--- config.mk ---
export PLATFORM = sky130hd
export DESIGN_NAME = pmu_mode_ctrl
export DESIGN_NICKNAME = d
export VERILOG_FILES = /design/src/rtl/pmu_mode_pkg.sv /design/src/rtl/pmu_mode_fsm.sv /design/src/rtl/pmu_clk_select.sv /design/src/rtl/pmu_osc_gate.sv /design/src/rtl/pmu_mode_ctrl.sv
export SDC_FILE = /design/constraint.sdc
export NUM_CORES = 1
export LEC_CHECK = 0
export ABC_AREA = 1
export CAP_MARGIN = 20
export CORE_ASPECT_RATIO = 0.9
export CORE_MARGIN = 2
export CORE_UTILIZATION = 37
export CTS_CLUSTER_SIZE = 24
export DETAILED_ROUTE_END_ITERATION = 10
export PLACE_DENSITY_LB_ADDON = 0.08
export SETUP_SLACK_MARGIN = 0.02
export SLEW_MARGIN = 25
export SYNTH_ARGS = -nofsm -noshare
export SYNTH_HDL_FRONTEND = slang
export SYNTH_HIERARCHICAL = 1
export SYNTH_SLANG_ARGS = --single-unit
--- constraint.sdc ---
create_clock -name clk -period 1.06 [get_ports clk]
set_input_delay 0.212 -clock clk [delete_from_list [all_inputs] [get_ports clk]]
set_output_delay 0.212 -clock clk [all_outputs]
set_load 0.03 [all_outputs]
--- src/rtl/pmu_mode_pkg.sv ---
package pmu_mode_pkg;
  localparam int NUM_SRC = 4;
  localparam int SEL_W   = $clog2(NUM_SRC);
  localparam int MODE_W  = 3;

  typedef enum logic [MODE_W-1:0] {
    MD_RESET = 3'd0,
    MD_RUN   = 3'd1,
    MD_HALT  = 3'd2,
    MD_SLEEP = 3'd3,
    MD_DEBUG = 3'd4
  } mode_t;

  function automatic logic [NUM_SRC-1:0] src_bit(input logic [SEL_W-1:0] sel);
    logic [NUM_SRC-1:0] v;
    v = '0;
    v[sel] = 1'b1;
    return v;
  endfunction

  function automatic logic [NUM_SRC-1:0] awake_mask(
    input logic [NUM_SRC-1:0] run_en,
    input logic [SEL_W-1:0]   sel,
    input logic               overlap,
    input logic [SEL_W-1:0]   old_sel
  );
    logic [NUM_SRC-1:0] v;
    v = run_en | src_bit(sel);
    if (overlap) v = v | src_bit(old_sel);
    return v;
  endfunction
endpackage

--- src/rtl/pmu_mode_fsm.sv ---
module pmu_mode_fsm
  import pmu_mode_pkg::*;
(
  input  logic  clk,
  input  logic  rst_n,
  input  logic  halt_req,
  input  logic  sleep_req,
  input  logic  wake_req,
  input  logic  dbg_irq,
  input  logic  dbg_ret,
  output mode_t mode_q,
  output logic  run_quiet,
  output logic  leave_sleep,
  output logic  wake_hold_q
);
  mode_t mode_d;

  always_comb begin
    mode_d = mode_q;
    unique case (mode_q)
      MD_RESET: mode_d = MD_RUN;
      MD_RUN: begin
        if (dbg_irq)        mode_d = MD_DEBUG;
        else if (sleep_req) mode_d = MD_SLEEP;
        else if (halt_req)  mode_d = MD_HALT;
      end
      MD_HALT, MD_SLEEP: begin
        if (dbg_irq)       mode_d = MD_DEBUG;
        else if (wake_req) mode_d = MD_RUN;
      end
      MD_DEBUG: if (dbg_ret) mode_d = MD_RUN;
      default: mode_d = MD_RESET;
    endcase
  end

  assign run_quiet   = (mode_q == MD_RUN) && !dbg_irq && !sleep_req && !halt_req;
  assign leave_sleep = (mode_q == MD_SLEEP) && (mode_d != MD_SLEEP);

  always_ff @(posedge clk) begin
    if (!rst_n) begin
      mode_q      <= MD_RESET;
      wake_hold_q <= 1'b0;
    end else begin
      mode_q      <= mode_d;
      wake_hold_q <= leave_sleep;
    end
  end
endmodule

--- src/rtl/pmu_clk_select.sv ---
module pmu_clk_select
  import pmu_mode_pkg::*;
(
  input  logic             clk,
  input  logic             rst_n,
  input  logic             run_quiet,
  input  logic [SEL_W-1:0] clk_sel,
  output logic [SEL_W-1:0] active_sel,
  output logic [SEL_W-1:0] old_sel,
  output logic             overlap,
  output logic             do_switch
);
  assign do_switch = run_quiet && (clk_sel != active_sel);

  always_ff @(posedge clk) begin
    if (!rst_n) begin
      active_sel <= '0;
      old_sel    <= '0;
      overlap    <= 1'b0;
    end else begin
      overlap <= do_switch;
      if (do_switch) begin
        old_sel    <= active_sel;
        active_sel <= clk_sel;
      end
    end
  end
endmodule

--- src/rtl/pmu_osc_gate.sv ---
module pmu_osc_gate
  import pmu_mode_pkg::*;
(
  input  mode_t              mode_q,
  input  logic               wake_hold_q,
  input  logic [SEL_W-1:0]   active_sel,
  input  logic [SEL_W-1:0]   old_sel,
  input  logic               overlap,
  input  logic [NUM_SRC-1:0] src_run_en,
  input  logic [NUM_SRC-1:0] src_slp_stop,
  output logic [NUM_SRC-1:0] osc_en,
  output logic               cpu_clk_gate
);
  always_comb begin
    unique case (mode_q)
      MD_RESET: osc_en = src_bit('0);
      MD_SLEEP: osc_en = ~src_slp_stop;
      default:  osc_en = awake_mask(src_run_en, active_sel, overlap, old_sel);
    endcase
  end

  assign cpu_clk_gate = ((mode_q == MD_RUN) || (mode_q == MD_DEBUG)) && !wake_hold_q;
endmodule

--- src/rtl/pmu_mode_ctrl.sv ---
module pmu_mode_ctrl
  import pmu_mode_pkg::*;
(
  input  logic               clk,
  input  logic               rst_n,
  input  logic               halt_req,
  input  logic               sleep_req,
  input  logic               wake_req,
  input  logic               dbg_irq,
  input  logic               dbg_ret,
  input  logic [SEL_W-1:0]   clk_sel,
  input  logic [NUM_SRC-1:0] src_run_en,
  input  logic [NUM_SRC-1:0] src_slp_stop,
  output logic [MODE_W-1:0]  mode,
  output logic [NUM_SRC-1:0] osc_en,
  output logic               cpu_clk_gate,
  output logic [SEL_W-1:0]   sysclk_sel
);
  mode_t            mode_q;
  logic             run_quiet;
  logic             leave_sleep;
  logic             wake_hold_q;
  logic [SEL_W-1:0] active_sel;
  logic [SEL_W-1:0] old_sel;
  logic             overlap;
  logic             do_switch;

  pmu_mode_fsm u_fsm (
    .clk         (clk),
    .rst_n       (rst_n),
    .halt_req    (halt_req),
    .sleep_req   (sleep_req),
    .wake_req    (wake_req),
    .dbg_irq     (dbg_irq),
    .dbg_ret     (dbg_ret),
    .mode_q      (mode_q),
    .run_quiet   (run_quiet),
    .leave_sleep (leave_sleep),
    .wake_hold_q (wake_hold_q)
  );

  pmu_clk_select u_sel (
    .clk        (clk),
    .rst_n      (rst_n),
    .run_quiet  (run_quiet),
    .clk_sel    (clk_sel),
    .active_sel (active_sel),
    .old_sel    (old_sel),
    .overlap    (overlap),
    .do_switch  (do_switch)
  );

  pmu_osc_gate u_gate (
    .mode_q       (mode_q),
    .wake_hold_q  (wake_hold_q),
    .active_sel   (active_sel),
    .old_sel      (old_sel),
    .overlap      (overlap),
    .src_run_en   (src_run_en),
    .src_slp_stop (src_slp_stop),
    .osc_en       (osc_en),
    .cpu_clk_gate (cpu_clk_gate)
  );

  assign mode       = mode_q;
  assign sysclk_sel = active_sel;
endmodule

==> flow_summary.json, run 1 <==
{
  "setup_viol": 17,
  "io_pins": 27,
  "finalCritPeriodShare": 1.32,
  "violations": "setup timing",
  "peakVddDrop_mv": 0.633,
  "via_per_inst": 4.56,
  "drtIter0Drc": 14,
  "maxSlewViolCount": 0,
  "worstHoldPathType": "reg2reg",
  "grt_pass1_wl_mm": 2.97,
  "clk_pin_slew_ps": 60,
  "synth_cells": 115,
  "status": "finished with violations",
  "max_freq_mhz": 714,
  "area_growth_pct": 103,
  "crit_path_max_incr_delay_ps": 360,
  "power.leakage_nw": 0.613,
  "ant_nets": 0,
  "tritoncts": "done",
  "fillers": 123,
  "layout_setup_ws_ps": -340,
  "clockBufferDepth": 2,
  "maxCapViolCount": 0,
  "start_util": 0.391,
  "finalCriticalPeriod_ps": 1400,
  "final_nets": 182,
  "final_cells": 188,
  "power_density_nw_per_um2": 1040,
  "grt_max_degree": 10,
  "grt_pass1_vias": 766,
  "place_congestion": 0.863,
  "die_area_um2": 2090,
  "path_cells": "inv_2 -> nand3_4 -> or2_1 -> nand2_2 -> buf_6",
  "yosysWarnings": 6,
  "fin_skew_ps": 1.33,
  "hold_viol_final": 0,
  "diodes": 0,
  "grt_overflow": 0,
  "tightest_slew_ps": 249,
  "highest_layer": "met3",
  "worstPathArrival_ps": 1190,
  "grtUsageTotal": 0.198,
  "syn_avg_cell_area_um2": 5.59,
  "via_count": 857,
  "cp.required_ps": 850,
  "cp_slowest_cell": "dfxtp_4",
  "synth_nets": 132,
  "hold_buffers": 0,
  "wl_met1_um": 812,
  "htreeDepth": 1,
  "root_buffer": "clkbuf_4",
  "rows": 14,
  "wl_mm": 2.01,
  "die_x_um": 47.9,
  "worstSetupEndpointType": "output port",
  "die_y_um": 43.6,
  "drive_gt1_frac": 0.433,
  "route.met3.wl_um": 101,
  "dr.pass1.iters": 4,
  "wl_per_cell_um": 10.7,
  "place.port_buffers": 26,
  "coreArea_um2": 1650,
  "clk_latency_ps": 260,
  "synth_area_um2": 643,
  "drc": 0,
  "crit_type": "reg2out",
  "post-place-cells": 178,
  "place_hpwl_mm": 1.27,
  "fin_util": 0.793,
  "cp-start-kind": "flip-flop",
  "cts_sinks": 9,
  "cts_inserted_buffers": 3,
  "route.met2.wl_mm": 1.09,
  "crit_path_max_fanout": 5,
  "rsz0062_at_grt": "yes",
  "slew_headroom": 0.833,
  "antenna_found_initial": 0
}
[worst paths after layout]
path | slack [ps] | endpoint | cells past startpoint | from
worst max-delay path | -340 | osc_en[3] | 5 | u_fsm/mode_q[2]$_SDFF_PN0_
worst min-delay path | 570 | u_sel/old_sel[0]$_SDFFE_PN0P_ | 2 | u_sel/old_sel[0]$_SDFFE_PN0P_
worst max register to register | -160 | u_sel/old_sel[1]$_SDFFE_PN0P_ | 8 | u_fsm/mode_q[1]$_SDFF_PN0_
worst min register to register | 570 | u_sel/old_sel[0]$_SDFFE_PN0P_ | 2 | u_sel/old_sel[0]$_SDFFE_PN0P_
[critical path: cells and delay by family, from the launching register on]
family | cells | cell delay, ps
and+or+nand+nor | 3 | 390
DFF | 1 | 360
buffers and inverters | 2 | 180
[metrics by stage]
stage | hold WS, ps | TNS, ps | area (µm²) | power [W] | setup slack [ps]
finish | 569 | -2930 | 1310 | 0.00136 | -340
global route | 578 | -3840 | 1310 | 0.00145 | -403
CTS | 553 | -3100 | 1230 | 0.00131 | -358
detailed placement | 535 | -2950 | 1060 | 0.000933 | -321
global placement | 523 | -2710 | 1060 | 0.000925 | -290
floorplan | 309 | -350 | 696 | 0.000700 | -64.2
[sequential cells by signal (all words and copies together), names as in the netlist]
register	cells
u_fsm/wake_hold_q	1
u_fsm/mode_q	3
u_sel/old_sel	2
u_sel/overlap	1
u_sel/active_sel	2
[where the power goes]
part	total, W	internal (W)	switching, W
clock	0.000264	0.000145	0.000118
sequential	0.000386	0.000355	0.0000313
combinational	0.000712	0.000349	0.000363
[layer usage]
metal | vias to the layer above | global-route usage
met4 | 0 | 0.0486
met1 | 392 | 0.221
li1 | 442 | -
met2 | 23 | 0.360
met5 | - | 0
met3 | 0 | 0.0542
[layout make-up]
cell class	instances	area, µm²	share of cell area
Multi-Input combinational cell	80	487	0.373
Clock buffer	4	26.3	0.0201
Inverter	25	101	0.0777
Timing Repair Buffer	46	462	0.354
Sequential cell	9	199	0.152
Tap cell	24	30.0	0.0230
[layout by cell type (no fill, tap or decap), types with 2 or more instances in the layout]
master / count
nand2_1: 26
buf_6: 21
inv_1: 20
clkdlybuf4s50_1: 16
nand2_2: 10
nor2_1: 9
buf_4: 8
nand3_1: 7
dfxtp_4: 5
a21oi_1: 5
nand3_2: 4
dfxtp_1: 4
clkbuf_4: 3
nand2_4: 3
nor2_4: 3
inv_2: 3
nor3_4: 2
nor2_2: 2
or2_1: 2
o21ai_1: 2
[timing repair]
action                     CTS  global route
resized for setup           37            19
pin swaps                    7            11
setup endpoints to repair   15            19
setup buffers                3             2
gates cloned                 0             1
hold endpoints to repair     0             0
Power figures use the tool's default switching activity.
==> run 2, diff against run 1 <==
--- a/config.mk
+++ b/config.mk
@@ -8,7 +8,6 @@
 export ABC_AREA = 1
 export CAP_MARGIN = 20
 export CORE_ASPECT_RATIO = 0.9
-export CORE_MARGIN = 2
 export CORE_UTILIZATION = 37
 export CTS_CLUSTER_SIZE = 24
 export DETAILED_ROUTE_END_ITERATION = 10
==> run 2 against run 1 <==
Effect of this change: the flow still finishes with violations (setup timing); hold slack worse by 26 ps; cell area is 1.2% higher; clock skew is 10 ps higher; combinational power is 4.1% higher; utilization is 7.2 points higher; non-clock buffer count is 2 higher; sequential share of layout area is 0.19 points lower; first-iteration DRC count stayed put; register-to-register slack worse by 90 ps; via count is 4.7% higher; cell count stayed put; clock power hardly changed; largest cell class unchanged.
==> flow_summary.json, run 2 (synthesis gave the netlist of run 1 again) <==
{
  "grt_overflow": 0,
  "slew_headroom": 0.806,
  "min_from": "u_sel/old_sel[0]$_SDFFE_PN0P_",
  "netSwitchingFraction": 0.387,
  "cts_sinks": 9,
  "grtUsageTotal": 0.217,
  "crit_type": "reg2out",
  "io_pins": 27,
  "final_nets": 184,
  "status": "finished with violations",
  "crit_start": "u_fsm/mode_q[0]$_SDFF_PN0_",
  "via_count": 897,
  "cts_inserted_buffers": 3,
  "tritoncts": "done",
  "worstPathArrival_ps": 1220,
  "place.port_buffers": 26,
  "layout_common_cells": "24 x nand2_1, 20 x inv_1, 18 x buf_6, 16 x clkdlybuf4s50_1, 14 x buf_4",
  "rsz0062_at_grt": "yes",
  "layout_setup_ws_ps": -371,
  "wl_mm": 2.37,
  "fin_skew_ps": 11.3,
  "largest_register": "u_fsm/mode_q",
  "reg.largest.list": "u_fsm/mode_q: 3 flops, u_sel/active_sel: 2 flops, u_sel/old_sel: 2 flops",
  "busiest_layer": "met2",
  "largest_reg_flops": 3,
  "clockPowerShare": 0.190,
  "diodes": 0,
  "use_met3": 0.0304,
  "maxSlewViolCount": 0,
  "die_y_um": 41.6,
  "fillers": 94,
  "pwr-share-comb": 0.532,
  "final_common_cell": "nand2_1",
  "max_freq_mhz": 699,
  "area_growth_pct": 105,
  "violations": "setup timing",
  "grt_pass1_vias": 767,
  "clk_pin_slew_ps": 70,
  "clockBufferDepth": 2,
  "wl_per_cell_um": 12.6,
  "crit_family": "simple AND/OR/NAND/NOR gates",
  "grt_max_degree": 8,
  "crit_path_max_fanout": 4,
  "grtUsageMet2": 0.406,
  "maxCapViolCount": 0,
  "finalCritPeriodShare": 1.35,
  "setup_viol": 19,
  "cpMostUsedCell": "nand2_2",
  "dr.pass1.iters": 5,
  "critPathBufInv": 2,
  "finalCriticalPeriod_ps": 1430,
  "worstSetupEndpointType": "output port",
  "coreArea_um2": 1530,
  "root_buffer": "clkbuf_4",
  "peakVddDrop_mv": 1.04,
  "place_congestion": 0.811,
  "drc": 0,
  "tightest_slew_ps": 290,
  "met1_usage": 0.244,
  "hold_buffers": 0,
  "antenna_found_initial": 0,
  "grt_pass1_wl_mm": 3.10,
  "cp-start-kind": "flip-flop",
  "via_per_inst": 4.77,
  "cp.required_ps": 850,
  "drive_gt1_frac": 0.476,
  "rows": 13,
  "reg2reg_from": "u_fsm/mode_q[2]$_SDFF_PN0_",
  "crit_path_max_incr_delay_ps": 370,
  "die_x_um": 45.9,
  "p_total_w": 0.00139,
  "hold_viol_final": 0,
  "switching_power_w": 0.000540,
  "path_cells": "nor2_4 -> nand2_2 -> nand2_2 -> inv_2 -> nand2_1 -> nand2_2 -> buf_6",
  "htreeDepth": 1,
  "clk_latency_ps": 260,
  "p_int_w": 0.000854,
  "place_hpwl_mm": 1.33,
  "power.leakage_nw": 0.619,
  "worstHoldPathType": "reg2reg",
  "power_density_nw_per_um2": 1050,
  "drtIter0Drc": 14,
  "fin_setup_tns_ps": -4080,
  "die_area_um2": 1910,
  "ant_nets": 0,
  "pwr-share-seq": 0.279,
  "start_util": 0.421,
  "cp_slowest_cell": "dfxtp_4"
}
==> run 2: tightest hold or removal path, delay by kind of cell (launching register included) <==
family,cells,cell delay (ps)
compound gates,1,120
flops,1,340
simple gates,1,50
==> run 2: final cells by class <==
type	count	area, µm²	area share
sequential	9	199	0.151
multi-input combinational	80	502	0.380
timing repair buffer	48	468	0.354
clock buffer	4	26.3	0.0199
tap	22	27.5	0.0208
inverter	25	98.8	0.0748
==> run 2: timing repair <==
action / CTS / global route
endpoints found under the hold margin: 0 / 0
setup buffers: 2 / 6
gates resized for setup: 32 / 26
endpoints found under the setup margin: 17 / 19
pin swaps: 11 / 11
cloned: 1 / 0
==> run 2: metrics by stage <==
stage	cell area, µm²	worst slack [ps]	hold WS, ps	instances	util
after floorplan	696	-64.2	309	115	-
after global placement	1060	-288	532	177	0.696
after detailed placement	1060	-348	539	177	0.696
after CTS	1220	-363	554	184	0.799
after global routing	1320	-412	570	188	0.864
final	1320	-371	543	188	0.864
==> run 2: worst paths after layout <==
path | slack, ps | to | cells past startpoint
max reg2reg | -250 | u_fsm/wake_hold_q$_SDFF_PN0_ | 9
max | -370 | osc_en[1] | 7
min | 540 | u_sel/old_sel[0]$_SDFFE_PN0P_ | 2
min reg2reg | 540 | u_sel/old_sel[0]$_SDFFE_PN0P_ | 2
==> run 2: power groups by stage <==
stage	sequential [W]	combinational [W]	clock, W
2_1_floorplan	0.000427	0.000273	0
3_3_place_gp	0.000396	0.000528	0
3_5_place_dp	0.000398	0.000541	0
4_1_cts	0.000386	0.000647	0.000271
5_1_grt	0.000392	0.000784	0.000286
6_report	0.000389	0.000741	0.000264
==> run 2: per-layer routing <==
layer  vias to the layer above  routed length, µm  share of wire
met1                       421                988           0.42
li1                        446                  -              -
met3                         2                121          0.051
met2                        28               1250           0.53
met4                         0                 14         0.0059
met5                         -                  0              0
==> run 3, diff against run 2 <==
--- a/config.mk
+++ b/config.mk
@@ -11,6 +11,7 @@
 export CORE_UTILIZATION = 37
 export CTS_CLUSTER_SIZE = 24
 export DETAILED_ROUTE_END_ITERATION = 10
+export GPL_TIMING_DRIVEN = 0
 export PLACE_DENSITY_LB_ADDON = 0.08
 export SETUP_SLACK_MARGIN = 0.02
 export SLEW_MARGIN = 25
==> run 3 against run 2 <==
Effect of this change: the run still ends with setup timing left; utilization down 9.1 points; highest routed layer unchanged; clock skew shrank 9.0 ps; clock power up 6%; non-clock buffer count decreased by 13; clock-buffer cell count unchanged; setup slack better by 3.5 ps; via count is 7.6% lower; critical endpoint is now osc_en[2]; fmax grew 0.24%; power down 4.6%; critical path depth stayed put.
==> flow_summary.json, run 3 (synthesis gave the netlist of run 1 again) <==
{
  "fin_skew_ps": 2.35,
  "via_per_inst": 4.74,
  "clockBufferDepth": 2,
  "diodes": 0,
  "final_nets": 171,
  "netSwitchingFraction": 0.393,
  "wl_mm": 1.88,
  "cts_sinks": 9,
  "maxCapViolCount": 0,
  "tritoncts": "done",
  "drtIter0Drc": 17,
  "grt_pass1_wl_mm": 2.85,
  "hold_buffers": 0,
  "met1_usage": 0.233,
  "stdcell_area_um2": 1180,
  "clk_pin_slew_ps": 60,
  "slew_headroom": 0.844,
  "critPathBufInv": 2,
  "start_util": 0.421,
  "cp.required_ps": 850,
  "die_x_um": 45.9,
  "antenna_found_initial": 0,
  "cts_inserted_buffers": 3,
  "path_cells": "nor2_4 -> nand2_2 -> nand2_2 -> inv_4 -> nand2_2 -> nand2_2 -> buf_6",
  "cp-start-kind": "flip-flop",
  "violations": "setup timing",
  "status": "finished with violations",
  "crit_path_max_incr_delay_ps": 380,
  "clockPowerShare": 0.210,
  "final_cells": 175,
  "grt_overflow": 0,
  "wl_per_cell_um": 10.7,
  "reg.largest.list": "u_fsm/mode_q: 3 flops, u_sel/active_sel: 2 flops, u_sel/old_sel: 2 flops",
  "clk_latency_ps": 270,
  "hold_viol_final": 0,
  "cpMostUsedCell": "nand2_2",
  "switching_power_w": 0.000522,
  "rsz0062_at_grt": "yes",
  "timing.hold.ws_ps": 528,
  "die_y_um": 41.6,
  "layout_common_cells": "23 x nand2_1, 18 x inv_1, 16 x clkdlybuf4s50_1, 12 x buf_6, 12 x nand2_2",
  "p_total_w": 0.00133,
  "maxSlewViolCount": 0,
  "io_pins": 27,
  "placed_cell_area_um2": 983,
  "use_met3": 0.0522,
  "grtUsageTotal": 0.201,
  "dr.pass1.iters": 4,
  "drc": 0,
  "grt_max_degree": 9,
  "cp_slowest_cell": "dfxtp_4",
  "p_int_w": 0.000807,
  "worstHoldPathType": "in2reg",
  "ant_nets": 0,
  "rows": 13,
  "largest_reg_flops": 3,
  "htreeDepth": 1,
  "place_hpwl_mm": 1.26,
  "crit_path_max_fanout": 4,
  "area_growth_pct": 83.9,
  "coreArea_um2": 1530,
  "drive_gt1_frac": 0.399,
  "tightest_slew_ps": 234,
  "via_count": 829,
  "busiest_layer": "met2",
  "die_area_um2": 1910,
  "final_common_cell": "nand2_1",
  "root_buffer": "clkbuf_4",
  "layout_setup_ws_ps": -367,
  "crit_family": "flip-flops",
  "power_density_nw_per_um2": 1120,
  "finalCritPeriodShare": 1.35,
  "worstPathArrival_ps": 1220,
  "power.leakage_nw": 0.549,
  "worstSetupEndpointType": "output port",
  "place.port_buffers": 26,
  "grt_pass1_vias": 711,
  "pwr-share-seq": 0.293,
  "place_congestion": 0.811,
  "fin_util": 0.773,
  "grtUsageMet2": 0.344,
  "post-place-cells": 163,
  "setup_viol": 16,
  "pwr-share-comb": 0.497,
  "finalCriticalPeriod_ps": 1430,
  "peakVddDrop_mv": 1.11,
  "crit_type": "reg2out",
  "max_freq_mhz": 701,
  "largest_register": "u_fsm/mode_q"
}
==> run 3: path summary, 6_finish.rpt <==
check	from	to	slack [ps]	cells after the start
setup reg to reg	u_fsm/mode_q[0]$_SDFF_PN0_	u_sel/old_sel[0]$_SDFFE_PN0P_	-320	9
hold reg to reg	u_sel/old_sel[0]$_SDFFE_PN0P_	u_sel/old_sel[0]$_SDFFE_PN0P_	540	2
setup / recovery	u_fsm/mode_q[0]$_SDFF_PN0_	osc_en[2]	-370	7
hold / removal	clk_sel[1]	u_sel/active_sel[1]$_SDFFE_PN0P_	530	3
==> run 3: power by group through the flow <==
stage                     Clock (W)  Sequential (W)  Combinational [W]
final                      0.000279        0.000390           0.000661
after global placement            0        0.000405           0.000471
after detailed placement          0        0.000407           0.000481
after CTS                  0.000285        0.000384           0.000568
after floorplan                   0        0.000427           0.000273
after global routing       0.000301        0.000392           0.000711
==> run 3: per-stage QoR <==
step                setup slack [ps]  setup TNS, ps
floorplan                      -64.2           -350
global placement                -711          -6450
detailed placement              -720          -6670
CTS                             -389          -2920
global route                    -424          -5030
finish                          -367          -4160
==> run 3: layout make-up <==
cell class                      count  area, µm²
Multi-Input combinational cell     80        475
Fill cell                         125        347
Timing Repair Buffer               34        342
Sequential cell                     9        199
Inverter                           25        101
Tap cell                           22       27.5
Clock buffer                        4       26.3
Buffer                              1       11.3
==> run 3: metal layers <==
layer	vias up	wire length (µm)
li1	427	-
met4	0	17
met5	-	0
met3	3	128
met1	372	707
met2	27	1030
==> run 3: what timing repair did <==
item / 4_1_cts / 5_1_grt
pin swaps: 5 / 5
setup buffers: 4 / 3
setup endpoints to repair: 16 / 19
gates cloned: 1 / 0
gates resized for setup: 81 / 28
==> run 3: worst reg2reg max path: stages (launching register included) <==
cell and delay [ps]:
dfxtp_4 400, buf_4 130, buf_6 90, buf_8 120
nand2_4 70, nor3_4 150, buf_6 140, nand3_1 80
nand2_1 60, nor2_1 40
